### config.mk
export PLATFORM = sky130hd
export DESIGN_NAME = dma_reg_decoder
export DESIGN_NICKNAME = d
export VERILOG_FILES = /design/src/rtl/dma_dec_pkg.sv /design/src/rtl/dma_dec_ctrl.sv /design/src/rtl/dma_dec_dp.sv /design/src/rtl/dma_reg_decoder.sv
export SDC_FILE = /design/constraint.sdc
export NUM_CORES = 1
export LEC_CHECK = 0
export BUFFER_PORTS_ARGS = -buffer_cell sky130_fd_sc_hd__buf_2
export CAP_MARGIN = 20
export CELL_PAD_IN_SITES_DETAIL_PLACEMENT = 0
export CELL_PAD_IN_SITES_GLOBAL_PLACEMENT = 1
export CORE_AREA = 2 2 308 310
export DETAILED_ROUTE_END_ITERATION = 10
export DIE_AREA = 0 0 310 312
export GPL_TIMING_DRIVEN = 0
export PLACE_DENSITY_LB_ADDON = 0.1
export SYNTH_ARGS = -nofsm -noshare
export SYNTH_HDL_FRONTEND = slang
export SYNTH_SLANG_ARGS = --single-unit
### constraint.sdc
create_clock -name clk -period 1.85 [get_ports clk]
set_clock_uncertainty 0.15 [all_clocks]
set_input_delay 0.185 -clock clk [delete_from_list [all_inputs] [get_ports clk]]
set_output_delay 0.185 -clock clk [all_outputs]
set_load 0.03 [all_outputs]
### src/rtl/dma_dec_pkg.sv
package dma_dec_pkg;

  // Strobes passed from the decode control to the register datapath
  typedef struct packed {
    logic mainRd;   // main window read this cycle
    logic altRd;    // secondary window read this cycle
    logic chanHit;  // a channel is the target
    logic enWr;     // write of the enable word
    logic enRd;     // read of the enable word
    logic statRd;   // read of the interrupt status word
  } decStrobe_t;

endpackage

### src/rtl/dma_dec_ctrl.sv
module dma_dec_ctrl
  import dma_dec_pkg::*;
#(
  parameter int NUM_CH     = 16,
  parameter int DW         = 32,
  parameter int MAIN_AW    = 12,
  parameter int REG_AW     = 8,
  parameter int CH_LIMIT   = 'hF00,
  parameter int STATUS_OFF = 'hFE0,
  parameter int ENABLE_OFF = 'hFF0,
  localparam int CW        = $clog2(NUM_CH)
) (
  input  logic               mainSel,
  input  logic               mainWr,
  input  logic [MAIN_AW-1:0] mainAddr,
  input  logic [DW-1:0]      mainWdata,
  input  logic               altSel,
  input  logic               altWr,
  input  logic [REG_AW-1:0]  altAddr,
  input  logic [DW-1:0]      altWdata,
  output decStrobe_t         strobes,
  output logic [CW-1:0]      chanIdx,
  output logic [NUM_CH-1:0]  chSel,
  output logic               chWr,
  output logic [REG_AW-1:0]  chRegOff,
  output logic [DW-1:0]      chWdata
);

  logic mainGo, altGo, mainChan, mainGlob;

  // The main window always wins a collision
  assign mainGo   = mainSel;
  assign altGo    = altSel & ~mainSel;
  assign mainChan = mainGo && (int'(mainAddr) < CH_LIMIT);
  assign mainGlob = mainGo && !mainChan;

  always_comb begin
    strobes         = '0;
    strobes.mainRd  = mainGo & ~mainWr;
    strobes.altRd   = altGo & ~altWr;
    strobes.chanHit = mainChan | altGo;
    strobes.enWr    = mainGlob &  mainWr && (int'(mainAddr) == ENABLE_OFF);
    strobes.enRd    = mainGlob & ~mainWr && (int'(mainAddr) == ENABLE_OFF);
    strobes.statRd  = mainGlob & ~mainWr && (int'(mainAddr) == STATUS_OFF);
  end

  always_comb begin
    if (altGo) begin
      chanIdx  = CW'(NUM_CH - 1);
      chRegOff = altAddr;
      chWdata  = altWdata;
      chWr     = altWr;
    end else begin
      chanIdx  = mainAddr[REG_AW +: CW];
      chRegOff = mainAddr[REG_AW-1:0];
      chWdata  = mainWdata;
      chWr     = mainChan & mainWr;
    end
  end

  for (genvar gi = 0; gi < NUM_CH; gi++) begin : g_sel
    assign chSel[gi] = strobes.chanHit && (chanIdx == CW'(gi));
  end

endmodule

### src/rtl/dma_dec_dp.sv
module dma_dec_dp
  import dma_dec_pkg::*;
#(
  parameter int NUM_CH = 16,
  parameter int DW     = 32,
  localparam int CW    = $clog2(NUM_CH)
) (
  input  logic               clk,
  input  logic               rst_n,
  input  decStrobe_t         strobes,
  input  logic [CW-1:0]      chanIdx,
  input  logic [DW-1:0]      mainWdata,
  input  logic [NUM_CH*DW-1:0] chRdata,
  input  logic [NUM_CH-1:0]  chIrqSet,
  input  logic [NUM_CH-1:0]  chIrqClr,
  output logic [DW-1:0]      mainRdata,
  output logic [DW-1:0]      altRdata,
  output logic [NUM_CH-1:0]  irqOut,
  output logic [NUM_CH-1:0]  chEnable
);

  logic [NUM_CH-1:0] enableQ, statusQ;
  logic [DW-1:0]     rdMux;

  always_ff @(posedge clk or negedge rst_n) begin
    if (!rst_n)            enableQ <= '1;
    else if (strobes.enWr) enableQ <= mainWdata[NUM_CH-1:0];
  end

  // set has priority over clear in the same cycle
  always_ff @(posedge clk or negedge rst_n) begin
    if (!rst_n) statusQ <= '0;
    else        statusQ <= (statusQ & ~chIrqClr) | chIrqSet;
  end

  always_comb begin
    rdMux = '0;
    if (strobes.chanHit)     rdMux = chRdata[chanIdx*DW +: DW];
    else if (strobes.enRd)   rdMux = DW'(enableQ);
    else if (strobes.statRd) rdMux = DW'(statusQ);
  end

  always_ff @(posedge clk or negedge rst_n) begin
    if (!rst_n) begin
      mainRdata <= '0;
      altRdata  <= '0;
    end else begin
      if (strobes.mainRd) mainRdata <= rdMux;
      if (strobes.altRd)  altRdata  <= rdMux;
    end
  end

  assign irqOut   = statusQ;
  assign chEnable = enableQ;

endmodule

### src/rtl/dma_reg_decoder.sv
module dma_reg_decoder
  import dma_dec_pkg::*;
#(
  parameter int NUM_CH     = 16,
  parameter int DW         = 32,
  parameter int MAIN_AW    = 12,
  parameter int REG_AW     = 8,
  parameter int CH_LIMIT   = 'hF00,
  parameter int STATUS_OFF = 'hFE0,
  parameter int ENABLE_OFF = 'hFF0
) (
  input  logic                 clk,
  input  logic                 rst_n,
  input  logic                 mainSel,
  input  logic                 mainWr,
  input  logic [MAIN_AW-1:0]   mainAddr,
  input  logic [DW-1:0]        mainWdata,
  output logic [DW-1:0]        mainRdata,
  input  logic                 altSel,
  input  logic                 altWr,
  input  logic [REG_AW-1:0]    altAddr,
  input  logic [DW-1:0]        altWdata,
  output logic [DW-1:0]        altRdata,
  output logic [NUM_CH-1:0]    chSel,
  output logic                 chWr,
  output logic [REG_AW-1:0]    chRegOff,
  output logic [DW-1:0]        chWdata,
  input  logic [NUM_CH*DW-1:0] chRdata,
  input  logic [NUM_CH-1:0]    chIrqSet,
  input  logic [NUM_CH-1:0]    chIrqClr,
  output logic [NUM_CH-1:0]    irqOut,
  output logic [NUM_CH-1:0]    chEnable
);

  localparam int CW = $clog2(NUM_CH);

  decStrobe_t    strobes;
  logic [CW-1:0] chanIdx;

  dma_dec_ctrl #(
    .NUM_CH(NUM_CH), .DW(DW), .MAIN_AW(MAIN_AW), .REG_AW(REG_AW),
    .CH_LIMIT(CH_LIMIT), .STATUS_OFF(STATUS_OFF), .ENABLE_OFF(ENABLE_OFF)
  ) u_ctrl (
    .mainSel(mainSel), .mainWr(mainWr), .mainAddr(mainAddr), .mainWdata(mainWdata),
    .altSel(altSel), .altWr(altWr), .altAddr(altAddr), .altWdata(altWdata),
    .strobes(strobes), .chanIdx(chanIdx), .chSel(chSel), .chWr(chWr),
    .chRegOff(chRegOff), .chWdata(chWdata)
  );

  dma_dec_dp #(.NUM_CH(NUM_CH), .DW(DW)) u_dp (
    .clk(clk), .rst_n(rst_n), .strobes(strobes), .chanIdx(chanIdx),
    .mainWdata(mainWdata), .chRdata(chRdata), .chIrqSet(chIrqSet),
    .chIrqClr(chIrqClr), .mainRdata(mainRdata), .altRdata(altRdata),
    .irqOut(irqOut), .chEnable(chEnable)
  );

endmodule

Yosys cells after proc, flatten, opt, wreduce, memory -nomap -nowiden. Cells that the tools add are included.

Input port bits: 634. Register bits: 96. Output and inout bits: 153. Word-level logic and storage cells: 66.

Eq/ne operators: 17. Reduce and logical (&&, ||, !) cells: 23. Shift-type cells: 1. Mux-type cells: 7. Order comparisons: 1. Bitwise logic cells: 13.

Operators with widths (number): $shiftx A512 B10 Y32 (1); $mux W32 (3); $eq A4 B4 Y1 const B (8); $logic_and A1 B1 Y1 (21); $and A16 B16 Y16 (1); $eq A4 B3 Y1 const B (4); $mux W16 (1); $not A16 Y16 (1); $or A16 B16 Y16 (1); $eq A12 B5 Y1 const B (1); $eq A12 B6 Y1 const B (1); $lt A12 B12 Y1 const B (1); $eq A4 B2 Y1 const B (2); $mux W8 (1); $and A1 B1 Y1 (6); $eq A4 B1 Y1 const B (1); $logic_not A4 Y1 (1); $mux W4 (1); $not A1 Y1 (3); $logic_not A1 Y1 (1); $mux W1 (1); $or A1 B1 Y1 (1).

Longest topological paths before layout.
Depth in word-level cells: 9. Mapped depth: 9. Mapped depth without buffers: 6.

By module. A second synthesis with hierarchy kept.

Cells, all modules: 968. Area, all modules: 9212.6 um^2.

By module, submodules not included: dma_dec_dp (area each 8298.0 um^2, cells each 879, instances 1, sequential area each 2422.3 um^2); dma_dec_ctrl (area each 914.6 um^2, cells each 89, instances 1, sequential area each 0.0 um^2).

Worst setup path before layout. OpenSTA, ideal clock, no wires.

Kind: input-to-output. Start: input port mainAddr[8]. End: output port chSel[0]. Slack: -0.415 ns. Stages on the path: 6. Arrival time: 1.930 ns. Required time: 1.515 ns. Path buffers: 5. Cells stage by stage: buf_6 > buf_12 > buf_6 > buf_4 > buf_2 > nor4b_1.

Cells in the longest elaborated chain, start to end: 4. Elaborated cells on any way between the ends: 6. Classes of those cells: 1 x order compare; 1 x mux; 1 x bitwise; 3 x reduce/logical.

Ends and longest elaborated chain: start: declaration (RTL line dma_reg_decoder.sv:16) `input logic [MAIN_AW-1:0] mainAddr,`; $lt A12 B12 Y1 (RTL line dma_dec_ctrl.sv:34) `assign mainChan = mainGo && (int'(mainAddr) < CH_LIMIT);`; $logic_and A1 B1 Y1 (RTL line dma_dec_ctrl.sv:34); $or A1 B1 Y1 (RTL line dma_dec_ctrl.sv:41) `strobes.chanHit = mainChan | altGo;`; $logic_and A1 B1 Y1 (*) (RTL line dma_dec_ctrl.sv:62) `assign chSel[gi] = strobes.chanHit && (chanIdx == CW'(gi));`; end: declaration (RTL line dma_reg_decoder.sv:24) `output logic [NUM_CH-1:0] chSel,`.

Mark *: on every way between the ends. The rest lies on a longest branch, timed or not.

Worst setup path after layout.
Start: input port mainSel. End: output port chWr.

Cells in the longest elaborated chain, start to end: 3. Elaborated cells on any way between the ends: 5. Classes of those cells: 1 x mux; 3 x bitwise; 1 x reduce/logical.

Ends and longest elaborated chain: start: declaration (RTL line dma_reg_decoder.sv:14) `input logic mainSel,`; $logic_and A1 B1 Y1 / $not A1 Y1 (equally long branches) (RTL line dma_dec_ctrl.sv:34, dma_dec_ctrl.sv:33); $and A1 B1 Y1, on equally long branches (RTL line dma_dec_ctrl.sv:57, dma_dec_ctrl.sv:33); $mux W1 (*) (RTL line dma_dec_ctrl.sv:48) `if (altGo) begin`; end: declaration (RTL line dma_reg_decoder.sv:25) `output logic chWr,`.

Marked as above.

==> results.json <==
{
  "outcome": "finished, violations left",
  "violations": "negative setup slack",
  "port_buffers": 784,
  "clkSinkCount": 96,
  "arrival_ns": 1.56,
  "cp-end-kind": "primary output",
  "drv_cap": 0,
  "crit_chain": "buf_12, nand2b_4, inv_8, buf_12, buf_12, buf_16, buf_4, a22o_4, buf_6",
  "cp.required_ns": 1.51,
  "p_total_mw": 10.10,
  "wl_per_cell_um": 31.64,
  "die_y_um": 312,
  "hold_viol": 0,
  "die_area_um2": 96720,
  "vias": 13860,
  "rsz0062_at_grt": "true",
  "syn_avg_cell_area_um2": 8.205,
  "num_rows": 112,
  "die_w_um": 310,
  "pwr-share-seq_pct": 25.2,
  "hp-class": "in2reg",
  "ant_nets": 0,
  "ys_seq_area_share_pct": 24.98,
  "ioPinCount": 787,
  "cpPeakStageDelay_ns": 0.27,
  "critPathMostFrequentCell": "buf_12",
  "track_usage_pct": 21.30,
  "path_max_fanout": 8,
  "min_period_ns": 1.894,
  "tritoncts": "yes",
  "grt-ovfl-total": 0,
  "hpwl_um": 88620,
  "yosys_warnings": 0,
  "crit_path_start": "mainSel",
  "setup_violations": 7,
  "syn_area_um2": 9698,
  "ys_ff_latch": 96,
  "vdd_drop_max_mv": 0.4233,
  "synth_nets": 1816,
  "grt_pass1_wl_um": 136500,
  "clockRootBuffer": "clkbuf_16",
  "pwr-share-comb_pct": 52.8,
  "gp_congestion": 0.8369,
  "n_fill_cell": 10690,
  "drive_above_1_share_pct": 58.42,
  "start_util_pct": 10.42,
  "p_switching_mw": 4.522,
  "critPathSlowestCell": "a22o_4",
  "p_leak_nw": 8.629,
  "synthDistinctLibCells": 87,
  "cts_buffers": 9,
  "routed_wl_um": 106200,
  "synth_ff_type": "dfrtp_1",
  "core_area_um2": 93050,
  "worstSetupPathType": "in2out",
  "maxClockFrequency_mhz": 528.1,
  "worst_pin_slew_ns": 1.033,
  "clk_path_buf_depth": 2,
  "worstSkewPairLatency_ns": 0.40,
  "cts_max_level": 3,
  "clock_power_share_pct": 22.0,
  "p_sw_share_pct": 44.76,
  "crit_path_start_kind": "input port",
  "syn_to_final_growth_pct": 91.82,
  "final_max_slew_viol_count": 0,
  "drt-vias-per-instance": 4.128,
  "drc": 0,
  "antenna_found_initial": 48,
  "worstReg2RegStart": "u_dp.irqOut[4]",
  "worst_slack_ns": -0.04366,
  "fin_util_pct": 19.99,
  "final_nets": 2719,
  "grt_max_degree": 65,
  "synth-edff-count": 0,
  "grt_pass1_vias": 14880,
  "power_density_nw_per_um2": 543.1,
  "drt_iter0_drc": 802,
  "drt_pass1_iterations": 5,
  "postSynthCellCount": 1182,
  "internal_power_mw": 5.581,
  "cts.clk_slew.worst_paths_ns": 0.08,
  "hold_start": "chRdata[307]",
  "synthArstFlopShare_pct": 100.0,
  "slew_headroom_pct": 31.11,
  "finalCritPeriodShare_pct": 102.4
}
-- critical path: cells and delay by family --
kind / cells / cell delay [ns]
AO/OA/AOI/OAI: 1 / 0.27
buffers and inverters: 7 / 0.88
AND/OR/NAND/NOR: 1 / 0.19
-- per-stage QoR --
stage / setup WS (ns) / cell area [um2] / hold WS (ns) / TNS [ns] / std cells
floorplan: -0.002406 / 9711 / -0.2606 / -0.002406 / 1182
global placement: -1.834 / 15200 / 0.2201 / -225.26 / 3220
detailed placement: -1.551 / 15270 / -0.02973 / -128.65 / 3224
CTS: -0.1224 / 17950 / 0.01076 / -1.417 / 3334
global route: -0.05815 / 18580 / 0.05020 / -0.7376 / 3349
finish: -0.04366 / 18600 / 0.04256 / -0.1085 / 3357
-- synthesized netlist by cell type, types with 7 or more instances --
master / number / share of area, %
nand2_1: 201 / 7.8
nor2_1: 102 / 3.9
dfrtp_1: 80 / 21
mux2i_1: 70 / 7.2
a21oi_1: 55 / 2.8
o21ai_0: 52 / 2.7
buf_2: 41 / 2.1
nor3_1: 38 / 2.0
mux2_2: 29 / 3.4
clkbuf_1: 24 / 0.93
buf_4: 23 / 1.8
inv_1: 22 / 0.85
mux4_2: 22 / 5.1
a221oi_1: 20 / 1.8
a21o_1: 19 / 1.5
a31oi_1: 19 / 1.2
nand2b_1: 19 / 1.2
a211oi_1: 17 / 1.3
buf_6: 16 / 1.9
dfstp_2: 16 / 4.3
o221ai_1: 15 / 1.4
o22ai_1: 15 / 0.97
o211ai_1: 14 / 1.1
or3_1: 14 / 0.90
nor4_1: 13 / 0.84
a22o_1: 11 / 0.99
nand3_1: 11 / 0.57
nor2b_1: 11 / 0.71
a2111oi_0: 10 / 0.90
mux2_4: 10 / 1.5
o2bb2ai_1: 10 / 0.90
a22oi_1: 9 / 0.70
o31ai_1: 9 / 0.70
and2_1: 8 / 0.52
nand3b_1: 8 / 0.62
o32a_1: 8 / 0.83
a2111o_1: 7 / 0.81
and3_1: 7 / 0.45
nand4_1: 7 / 0.45
-- cell type report --
| type | instances | area, um2 | share of cell area (%) |
|---|---|---|---|
| Inverter | 25 | 107.6 | 0.5784 |
| Timing Repair inverter | 1 | 6.256 | 0.03363 |
| Antenna cell | 13 | 32.53 | 0.1749 |
| Tap cell | 1254 | 1569 | 8.434 |
| Multi-Input combinational cell | 946 | 7473 | 40.17 |
| Timing Repair Buffer | 898 | 5374 | 28.89 |
| Clock inverter | 5 | 67.56 | 0.3632 |
| Buffer | 108 | 1297 | 6.975 |
| Clock buffer | 11 | 252.7 | 1.359 |
| Sequential cell | 96 | 2422 | 13.02 |
-- repair_timing --
item	in CTS	in global routing
endpoints found under the setup margin	117	88
gates resized for setup	357	155
pin swaps	24	45
cloned	7	0
endpoints found under the hold margin	127	0
buffers inserted	34	15
hold buffers	58	0
-- cell usage in the layout (no fill, tap or decap), types with 9 or more instances in the layout --
cell type	synthesis	final
inv_1	22	22
clkbuf_4	0	9
buf_12	2	26
buf_6	16	64
o211ai_1	14	14
o221ai_1	15	14
nand2_2	1	33
nand2b_1	19	14
a211oi_1	17	14
mux2_4	10	10
o2bb2ai_1	10	9
nor3_1	38	34
buf_4	23	77
mux2_2	29	29
or3_1	14	12
mux2i_1	70	59
mux4_2	22	22
dfstp_2	16	16
nand2_1	201	148
o21ai_1	2	10
nor4_1	13	10
buf_8	3	13
clkbuf_16	0	11
a21o_1	19	19
o21ai_0	52	37
nor2_1	102	91
a221oi_1	20	12
a31oi_1	19	14
dlygate4sd3_1	0	58
diode_2	0	13
a22o_1	11	10
nor2_4	1	12
o22ai_1	15	10
a21oi_1	55	49
dfrtp_1	80	80
nand2_4	0	20
buf_2	41	735
-- final timing paths --
kind	endpoint	depth (start not counted)	slack, ns
max	chWr	9	-0.04
min	u_dp.mainRdata[19]	3	0.04
max reg2reg	u_dp.irqOut[4]	2	0.44
min reg2reg	u_dp.altRdata[11]	2	0.33
max in group asynchronous	u_dp.mainRdata[21]	3	0.66
min in group asynchronous	u_dp.irqOut[9]	2	0.10
-- kinds of logic (layout without fill, tap and decap cells) --
kind of cell | count (synthesis) | after routing | synth area share (%)
simple gates | 468 | 468 | 22.58
compound gates | 346 | 346 | 26.14
buf+inv | 140 | 1048 | 8.786
mux | 132 | 132 | 17.52
flops | 96 | 96 | 24.98
other cells | 0 | 13 | 0
-- sequential cells by signal, indices dropped and copies added, names as in the netlist --
signal / count
u_dp.mainRdata: 32
u_dp.irqOut: 16
u_dp.altRdata: 32
u_dp.chEnable: 16
-- per-layer routing --
metal | GRT usage [%] | vias up | wire (um) | share of wire (%)
met4 | 3.996 | 30 | 2162 | 2.0
met3 | 5.859 | 115 | 7694 | 7.2
met1 | 25.26 | 6812 | 42530 | 40
met5 | 0 | - | 187 | 0.18
li1 | - | 6278 | - | -
met2 | 38.21 | 624 | 53630 | 50
-- power by group through the flow --
| stage | combinational (mW) | sequential [mW] | clock, mW |
|---|---|---|---|
| 6_report | 5.33 | 2.55 | 2.22 |
| 5_1_grt | 5.64 | 2.59 | 2.42 |
| 4_1_cts | 5.27 | 2.55 | 2.38 |
| 3_5_place_dp | 4.61 | 2.59 | 0 |
| 3_3_place_gp | 4.59 | 2.59 | 0 |
| 2_1_floorplan | 1.57 | 3.14 | 0 |
Power figures use the tool's default switching activity.
